**config.mk**
```make
export PLATFORM = sky130hd
export DESIGN_NAME = ledstat_ctrl
export DESIGN_NICKNAME = d
export VERILOG_FILES = /design/src/rtl/ledstat_pkg.sv /design/src/rtl/ledstat_sync.sv /design/src/rtl/ledstat_blink.sv /design/src/rtl/ledstat_selreg.sv /design/src/rtl/ledstat_ctrl.sv
export SDC_FILE = /design/constraint.sdc
export NUM_CORES = 1
export LEC_CHECK = 0
export ABC_AREA = 1
export BUFFER_PORTS_ARGS = -buffer_cell sky130_fd_sc_hd__buf_2
export CORE_MARGIN = 2
export CORE_UTILIZATION = 40
export DETAILED_ROUTE_END_ITERATION = 10
export REMOVE_ABC_BUFFERS = 1
export SLEW_MARGIN = 20
export SYNTH_ARGS = -nofsm -noshare
export SYNTH_HDL_FRONTEND = slang
export SYNTH_SLANG_ARGS = --single-unit
```
**constraint.sdc**
```tcl
create_clock -name clk -period 1.2 [get_ports clk]
set_input_delay 0 -clock clk [delete_from_list [all_inputs] [get_ports clk]]
set_output_delay 0 -clock clk [all_outputs]
set_load 0.05 [all_outputs]
```
**src/rtl/ledstat_pkg.sv**
```systemverilog
package ledstat_pkg;

   typedef enum logic [1:0] {
      PSEL_SJS   = 2'd0,
      PSEL_BYTE  = 2'd1,
      PSEL_ADAPT = 2'd2,
      PSEL_NONE  = 2'd3
   } psel_e;

   typedef struct packed {
      logic red;
      logic grn;
   } lamp_t;

   localparam lamp_t LAMP_OFF   = '{red: 1'b0, grn: 1'b0};
   localparam lamp_t LAMP_RED   = '{red: 1'b1, grn: 1'b0};
   localparam lamp_t LAMP_GREEN = '{red: 1'b0, grn: 1'b1};
   localparam lamp_t LAMP_AMBER = '{red: 1'b1, grn: 1'b1};

   // colour of a port lamp from its selection and reference state
   function automatic lamp_t port_lamp(input logic selected, input logic ref_good);
      if (!selected)     return LAMP_RED;
      else if (ref_good) return LAMP_GREEN;
      else               return LAMP_AMBER;
   endfunction

endpackage

```
**src/rtl/ledstat_sync.sv**
```systemverilog
module ledstat_sync #(
   parameter int WIDTH  = 2,
   parameter int STAGES = 2
) (
   input  logic             clk,
   input  logic             rst_n,
   input  logic [WIDTH-1:0] din,
   output logic [WIDTH-1:0] dout
);

   if (STAGES < 2) begin : g_bad_stages
      $error("ledstat_sync: STAGES must be at least 2");
   end
   if (WIDTH < 1) begin : g_bad_width
      $error("ledstat_sync: WIDTH must be at least 1");
   end

   logic [WIDTH-1:0] stage_q [STAGES];

   always_ff @(posedge clk or negedge rst_n) begin
      if (!rst_n) stage_q[0] <= '0;
      else        stage_q[0] <= din;
   end

   for (genvar s = 1; s < STAGES; s++) begin : g_stage
      always_ff @(posedge clk or negedge rst_n) begin
         if (!rst_n) stage_q[s] <= '0;
         else        stage_q[s] <= stage_q[s-1];
      end
   end

   assign dout = stage_q[STAGES-1];

endmodule

```
**src/rtl/ledstat_blink.sv**
```systemverilog
module ledstat_blink #(
   parameter int BLINK_DIV = 12_500_000
) (
   input  logic clk,
   input  logic rst_n,
   output logic phase
);

   if (BLINK_DIV < 1) begin : g_bad_div
      $error("ledstat_blink: BLINK_DIV must be at least 1");
   end

   logic phase_q;

   if (BLINK_DIV == 1) begin : g_every_clk
      always_ff @(posedge clk or negedge rst_n) begin
         if (!rst_n) phase_q <= 1'b0;
         else        phase_q <= ~phase_q;
      end
   end else begin : g_prescaled
      localparam int CW = $clog2(BLINK_DIV);
      localparam logic [CW-1:0] LAST = CW'(BLINK_DIV - 1);
      logic [CW-1:0] cnt_q;
      always_ff @(posedge clk or negedge rst_n) begin
         if (!rst_n) begin
            cnt_q   <= '0;
            phase_q <= 1'b0;
         end else if (cnt_q == LAST) begin
            cnt_q   <= '0;
            phase_q <= ~phase_q;
         end else begin
            cnt_q <= cnt_q + 1'b1;
         end
      end
   end

   assign phase = phase_q;

endmodule

```
**src/rtl/ledstat_selreg.sv**
```systemverilog
module ledstat_selreg
   import ledstat_pkg::*;
#(
   parameter int DEFAULT_SEL = 0
) (
   input  logic       clk,
   input  logic       rst_n,
   input  logic       wr,
   input  logic [1:0] code,
   output psel_e      sel
);

   if (DEFAULT_SEL < 0 || DEFAULT_SEL > 3) begin : g_bad_default
      $error("ledstat_selreg: DEFAULT_SEL must be 0..3");
   end

   localparam logic [1:0] DEF_CODE = 2'(DEFAULT_SEL);

   always_ff @(posedge clk or negedge rst_n) begin
      if (!rst_n)  sel <= psel_e'(DEF_CODE);
      else if (wr) sel <= psel_e'(code);
   end

endmodule

```
**src/rtl/ledstat_ctrl.sv**
```systemverilog
module ledstat_ctrl
   import ledstat_pkg::*;
#(
   parameter int BLINK_DIV   = 12_500_000,
   parameter int SYNC_STAGES = 2,
   parameter int DEFAULT_SEL = 0,
   parameter int OUT_REG     = 1
) (
   input  logic       clk,
   input  logic       rst_n,
   input  logic       pod_pwr,
   input  logic       host_link,
   input  logic       sel_wr,
   input  logic [1:0] sel_code,
   input  logic [1:0] ref_ok,
   input  logic       oc_fault,
   input  logic       oc_clear,
   output logic       lamp0_red,
   output logic       lamp0_grn,
   output logic       lamp1_red,
   output logic       lamp1_grn
);

   localparam int NPORT = 2;

   if (OUT_REG != 0 && OUT_REG != 1) begin : g_bad_outreg
      $error("ledstat_ctrl: OUT_REG must be 0 or 1");
   end

   logic [NPORT-1:0] ref_s;
   logic             blink_on;
   psel_e            sel_q;
   logic             fault_q;
   lamp_t            nxt [NPORT];
   lamp_t            cur [NPORT];

   ledstat_sync #(.WIDTH(NPORT), .STAGES(SYNC_STAGES)) u_sync (
      .clk  (clk),
      .rst_n(rst_n),
      .din  (ref_ok),
      .dout (ref_s)
   );

   ledstat_blink #(.BLINK_DIV(BLINK_DIV)) u_blink (
      .clk  (clk),
      .rst_n(rst_n),
      .phase(blink_on)
   );

   ledstat_selreg #(.DEFAULT_SEL(DEFAULT_SEL)) u_sel (
      .clk  (clk),
      .rst_n(rst_n),
      .wr   (sel_wr),
      .code (sel_code),
      .sel  (sel_q)
   );

   // sticky over-current: a new event beats a simultaneous clear
   always_ff @(posedge clk or negedge rst_n) begin
      if (!rst_n)        fault_q <= 1'b0;
      else if (oc_fault) fault_q <= 1'b1;
      else if (oc_clear) fault_q <= 1'b0;
   end

   // priority: power, fault, host link, port selection
   always_comb begin
      for (int p = 0; p < NPORT; p++) begin
         if (!pod_pwr)
            nxt[p] = LAMP_OFF;
         else if (fault_q)
            nxt[p] = blink_on ? LAMP_RED : LAMP_OFF;
         else if (!host_link)
            nxt[p] = LAMP_AMBER;
         else
            nxt[p] = port_lamp(sel_q == psel_e'(2'(p)), ref_s[p]);
      end
   end

   if (OUT_REG == 1) begin : g_out_reg
      always_ff @(posedge clk or negedge rst_n) begin
         if (!rst_n) begin
            cur[0] <= LAMP_OFF;
            cur[1] <= LAMP_OFF;
         end else begin
            cur[0] <= nxt[0];
            cur[1] <= nxt[1];
         end
      end
   end else begin : g_out_comb
      always_comb begin
         cur[0] = rst_n ? nxt[0] : LAMP_OFF;
         cur[1] = rst_n ? nxt[1] : LAMP_OFF;
      end
   end

   assign lamp0_red = cur[0].red;
   assign lamp0_grn = cur[0].grn;
   assign lamp1_red = cur[1].red;
   assign lamp1_grn = cur[1].grn;

endmodule

```
==> impl_metrics.ini, run 1 <==
[status]
status = finished, violations left
violations = setup timing

[clocking]
cts_buffer_depth = 2
path_clk_slew_ns = 0.07
htree_levels = 2
cts_root_buf = clkbuf_8
cts_tree = yes
cts_inserted_buffers = 5
cts_sinks = 36
clock_latency_ns = 0.29

[grt]
grt_max_degree = 37
grtUsageTotal_pct = 17.8
grt.met3_usage_pct = 4.31
grtUsageMet1_pct = 22.4
grt.overflow.total = 0
grt_pass1_wl_um = 7100
grt_antenna_before_repair = 0
grt_busiest_layer = met2
grt_pass1_vias = 1648
use_met2_pct = 29.2

[cells_and_area]
post-route-util_pct = 62.7
diodes = 0
nNetsFinal = 331
fin_area_um2 = 2770
drive_gt1_share_pct = 36.6
syn_to_final_growth_pct = 48.5
stdcell_count = 372

[floorplan]
coreArea_um2 = 4410
die_h_um = 72.3
die_w_um = 72.3
start_util_pct = 42.2
io_pins = 15
dieArea_um2 = 5220
rows = 24

[setup_path]
crit_arrival_ns = 1.61
r2r_cells = 8
critPathMaxFanout = 5
rr_startpoint = u_blink.g_prescaled.cnt_q[0]
crit_path_start_kind = flip-flop
endpoint_kind = flip-flop
cp.required_ns = 1.43
worst-setup-path-type = reg -> reg
r2r_slack_ns = -0.18
rr_endpoint = u_blink.phase

[synthesis]
ys_seq_area_share_pct = 48.3
synth-edff-count = 0
synth_cells = 238
synthFlopType = dfrtp_1
synth_area_leaders = dfrtp_1 (48%), nand2_1 (12%), nor2_1 (9.5%)
synth_cell_type_count = 21
ys_warn_count = 0
synth_top_cell_area_share_pct = 48.3
synthArstFlopShare_pct = 100
yosysTopAreaCell = dfrtp_1
synth.cells.most_frequent = nand2_1 (60), nor2_1 (47), dfrtp_1 (36)
syn_avg_cell_area_um2 = 7.83
synth_area_um2 = 1860
ys_ff_latch = 36
synth.most_common_cell = nand2_1

[pwr]
ir_worst_vdd_v = 0.000654
power_leakage_nw = 1.40
fin_total_pwr_mw = 2.43
powerDensity_nw_per_um2 = 879

[placed_design]
port_buffers = 14
post-dp-hpwl_um = 3050
place.gp.congestion = 0.842
place_area_um2 = 2330
pre_cts_ws_ns = -0.190
dpl.cell_count = 348

[timing]
worst_slew_pin_slew_ns = 0.458
relSlewSlack_pct = 69.4
fin_setup_tns_ns = -2.86
finalSetupViolCount = 22
min_period_ns = 1.38
rsz0062_at_grt = yes
slew_violations = 0
fin_crit_sh_pct = 115
fin_worst_skew_ns = 0.00630
setup_slack_ns = -0.183
max_freq_ghz = 0.723
hold_violations = 0
hold-worst-slack_ns = 0.280

[drt]
dr.pass1.iters = 4
vias = 1748
viasPerCell = 4.70
drtIter0Drc = 81
drc = 0
ant_nets = 0
wl_per_cell_um = 12.1
finalWirelength_um = 4510

[min_path]
hold_class = in -> async

[job]
max-cap-violations = 0
==> layout by cell type (no fill, tap or decap) <==
cell | synthesis | layout
nand3_1 | 14 | 6
clkinv_2 | 0 | 1
a21oi_1 | 8 | 8
dfrtp_1 | 36 | 35
clkbuf_8 | 0 | 5
inv_1 | 28 | 26
xnor2_1 | 1 | 1
nand4_1 | 3 | 3
buf_2 | 0 | 13
clkinvlp_4 | 0 | 1
o21ai_1 | 0 | 1
buf_4 | 0 | 44
nor2_4 | 4 | 10
dfrtp_2 | 0 | 1
bufinv_16 | 0 | 1
ha_4 | 0 | 1
inv_2 | 2 | 2
nor2_2 | 5 | 8
inv_4 | 0 | 2
nand2_2 | 7 | 9
and2_1 | 1 | 1
nand2_4 | 1 | 3
buf_6 | 0 | 5
o21ai_0 | 5 | 4
nand2_8 | 0 | 1
nand3b_1 | 2 | 2
dlygate4sd3_1 | 0 | 12
nor2_1 | 47 | 38
nand2_1 | 60 | 55
o21bai_1 | 1 | 1
nand3_2 | 0 | 8
nor2_8 | 1 | 1
xor2_1 | 10 | 9
xor2_2 | 0 | 1
and2_0 | 1 | 1
==> worst max-delay path, cell delays in order (launching register included) <==
cell	delay [ns]
dfrtp_1	0.40
ha_4	0.16
nand2_4	0.06
nor2_4	0.20
nand3_2	0.13
nor2_4	0.14
buf_4	0.11
nand3b_1	0.06
nand2_1	0.06
==> cell families after synthesis <==
logic type      after synthesis  synth area share [%]
xor+xnor                     11                  5.17
flops                        36                  48.3
simple gates                146                  35.9
compound gates               14                  3.89
buf+inv                      30                  6.04
fa+ha+maj                     1                 0.671
==> layout make-up <==
cell class	count	area (um^2)
fillers	382	1650
multi-input cells	172	1000
flip-flops and latches	36	902
repair buffers	74	572
inverters	30	118
clock buffers	5	68.8
well taps	52	65.1
clock inverters	3	42.5
==> where the power goes <==
group          switching, mW  total (mW)  internal, mW
clock network          0.450        1.06         0.615
logic                 0.0776       0.129        0.0516
registers            0.00586        1.24          1.23
==> sequential cells by signal, indices dropped and copies added, names as in the netlist <==
name / flops
u_blink.g_prescaled.cnt_q: 24
fault_q: 1
lamp0_grn: 1
lamp1_grn: 1
lamp0_red: 1
u_sel.sel: 2
u_sync.dout: 2
lamp1_red: 1
u_blink.phase: 1
u_sync.stage_q: 2
==> layer usage <==
layer | vias up | share of wire (%)
li1 | 891 | -
met1 | 812 | 45
met2 | 35 | 49
met3 | 10 | 4.1
met4 | 0 | 2.0
met5 | - | 0
==> timing repair <==
item                                    in CTS  in global routing
hold buffers                                12                  0
endpoints found under the setup margin      21                 26
endpoints found under the hold margin       43                  0
resized for setup                           15                 31
pin swaps                                    4                 18
buffers inserted                             3                  2
==> worst max-delay path by stage <==
| stage | end | slack (ns) | depth (start not counted) | from |
|---|---|---|---|---|
| after floorplan | u_blink.g_prescaled.cnt_q[11] | -0.1 | 8 | u_blink.g_prescaled.cnt_q[0] |
| after global routing | u_blink.phase | -0.26 | 8 | u_blink.g_prescaled.cnt_q[0] |
| after detailed placement | u_blink.g_prescaled.cnt_q[5] | -0.19 | 8 | u_blink.g_prescaled.cnt_q[0] |
| final | u_blink.phase | -0.18 | 8 | u_blink.g_prescaled.cnt_q[0] |
| after CTS | u_blink.g_prescaled.cnt_q[6] | -0.11 | 7 | u_blink.g_prescaled.cnt_q[0] |
| after global placement | u_blink.g_prescaled.cnt_q[5] | -0.14 | 8 | u_blink.g_prescaled.cnt_q[0] |
Note: power is estimated with default switching activity, not from simulation.
==> inputs of run 2 (changes only) <==
Settings changed: CORE_UTILIZATION 40 to 53, PLACE_DENSITY set to 0.75.
==> impl_metrics.ini, run 2 (synthesis gave the netlist of run 1 again) <==
[timing]
worst_slew_pin_slew_ns = 0.298
relSlewSlack_pct = 79.9
fin_worst_skew_ns = 0.00901
rsz0062_at_grt = yes
hold_violations = 0
max_freq_ghz = 0.704
hold-worst-slack_ns = 0.134
fin_crit_sh_pct = 118
min_period_ns = 1.42
slew_violations = 0
finalSetupViolCount = 23
setup_slack_ns = -0.221

[clocking]
cts_inserted_buffers = 5
cts_root_buf = clkbuf_4
cts_tree = yes
cts_sinks = 36
path_clk_slew_ns = 0.11
htree_levels = 2
cts_buffer_depth = 2
clock_latency_ns = 0.35

[setup_path]
r2r_cells = 7
worst-setup-path-type = reg -> reg
critPathMaxFanout = 3
cp.required_ns = 1.44
crit_path_start_kind = flip-flop
endpoint_kind = flip-flop
crit_arrival_ns = 1.66

[floorplan]
start_util_pct = 55.4
rows = 21
die_h_um = 63.3
io_pins = 15
dieArea_um2 = 4010
die_w_um = 63.3
coreArea_um2 = 3360

[job]
max-cap-violations = 0

[drt]
finalWirelength_um = 5180
ant_nets = 0
drtIter0Drc = 148
wl_per_cell_um = 14.3
viasPerCell = 5.20
dr.pass1.iters = 4
vias = 1879
drc = 0

[status]
status = finished, violations left
violations = setup timing

[cells_and_area]
fillers = 208
post-route-util_pct = 80.7
top_register = u_blink.g_prescaled.cnt_q
drive_gt1_share_pct = 39.7
syn_to_final_growth_pct = 45.6
diodes = 0
stdcell_count = 361
largest_register_ffs = 24
multiInputGateArea_um2 = 1030
final_cell_mix = nand2_1 (50), buf_4 (38), dfrtp_1 (33), nor2_1 (30), inv_1 (26)
ff_latch_area_um2 = 905
final_common_cell = nand2_1
nNetsFinal = 326

[placed_design]
place.gp.congestion = 0.910
port_buffers = 14
post-dp-hpwl_um = 2970
dpl.cell_count = 335

[grt]
grt_pass1_vias = 1843
grt_max_degree = 37
grt.overflow.total = 0
grtUsageTotal_pct = 27.1
grt_pass1_wl_um = 8370
grt_antenna_before_repair = 0

[pwr]
powerDensity_nw_per_um2 = 765
power_leakage_nw = 1.37
ir_worst_vdd_v = 0.000694

[min_path]
hold_class = in -> async
[run 2: cell count changes in the layout (fill, tap and decap cells not counted), moves of 2 or more]
cell      before  now
buf_4         44   38
clkbuf_4       0    5
clkbuf_8       5    1
dfrtp_1       35   33
dfrtp_2        1    3
nand2_1       55   50
nand2_2        9   14
nand3_1        6    8
nand3_2        8    6
nor2_1        38   30
nor2_2         8   15
o21ai_0        4    2
[run 2: cell type report]
type                            count  area share [%]
Tap cell                           46            2.12
Inverter                           30            4.33
Multi-Input combinational cell    172            38.0
Timing Repair Buffer               69            19.9
Sequential cell                    36            33.3
Clock inverter                      1           0.277
Clock buffer                        7            2.03
[run 2: worst max-delay path, stage by stage (launching register included)]
cell and delay [ns]:
dfrtp_1 0.43, ha_4 0.16, nand2_4 0.07, nor2_4 0.13
buf_6 0.13, nand3_1 0.12, xor2_1 0.23, nor2_2 0.05
[run 2: per-stage QoR]
step | instance area [um^2] | worst slack, ns | power [mW] | TNS, ns
CTS | 2590 | -0.123 | 2.08 | -2.13
detailed placement | 2280 | -0.265 | 1.37 | -3.56
finish | 2710 | -0.221 | 2.07 | -3.28
global placement | 2280 | -0.196 | 1.37 | -2.37
floorplan | 1860 | -0.0977 | 1.31 | -1.07
global route | 2710 | -0.268 | 2.16 | -5.02
[run 2: final timing paths]
kind                                              start                            end  slack, ns
min in group clk                              ref_ok[1]              u_sync.stage_q[3]       0.29
min reg2reg                           u_sync.stage_q[3]                 u_sync.dout[1]       0.36
max in group asynchronous                         rst_n   u_blink.g_prescaled.cnt_q[6]       0.87
max                        u_blink.g_prescaled.cnt_q[0]  u_blink.g_prescaled.cnt_q[12]      -0.22
min                                               rst_n                      lamp1_red       0.13
max reg2reg                u_blink.g_prescaled.cnt_q[0]  u_blink.g_prescaled.cnt_q[12]      -0.22
[run 2: what timing repair did]
| action | 4_1_cts | 5_1_grt |
|---|---|---|
| gates resized for setup | 28 | 35 |
| pin swaps | 20 | 8 |
| setup endpoints to repair | 23 | 25 |
| hold buffers | 12 | 0 |
| hold endpoints to repair | 45 | 0 |
| buffers inserted | 4 | 2 |
[run 2: power by group]
part / switching (mW) / leakage, nW / internal [mW]
combinational: 0.0833 / 0.871 / 0.0575
clock: 0.408 / 0.0315 / 0.287
sequential: 0.00590 / 0.467 / 1.23
[run 2: layer usage]
metal	share of wire [%]	global-route usage (%)	vias to the layer above
met5	0	0	-
met4	2.6	6.52	0
met3	4.2	5.89	19
met2	52	47.7	64
met1	41	33.9	914
li1	-	-	882
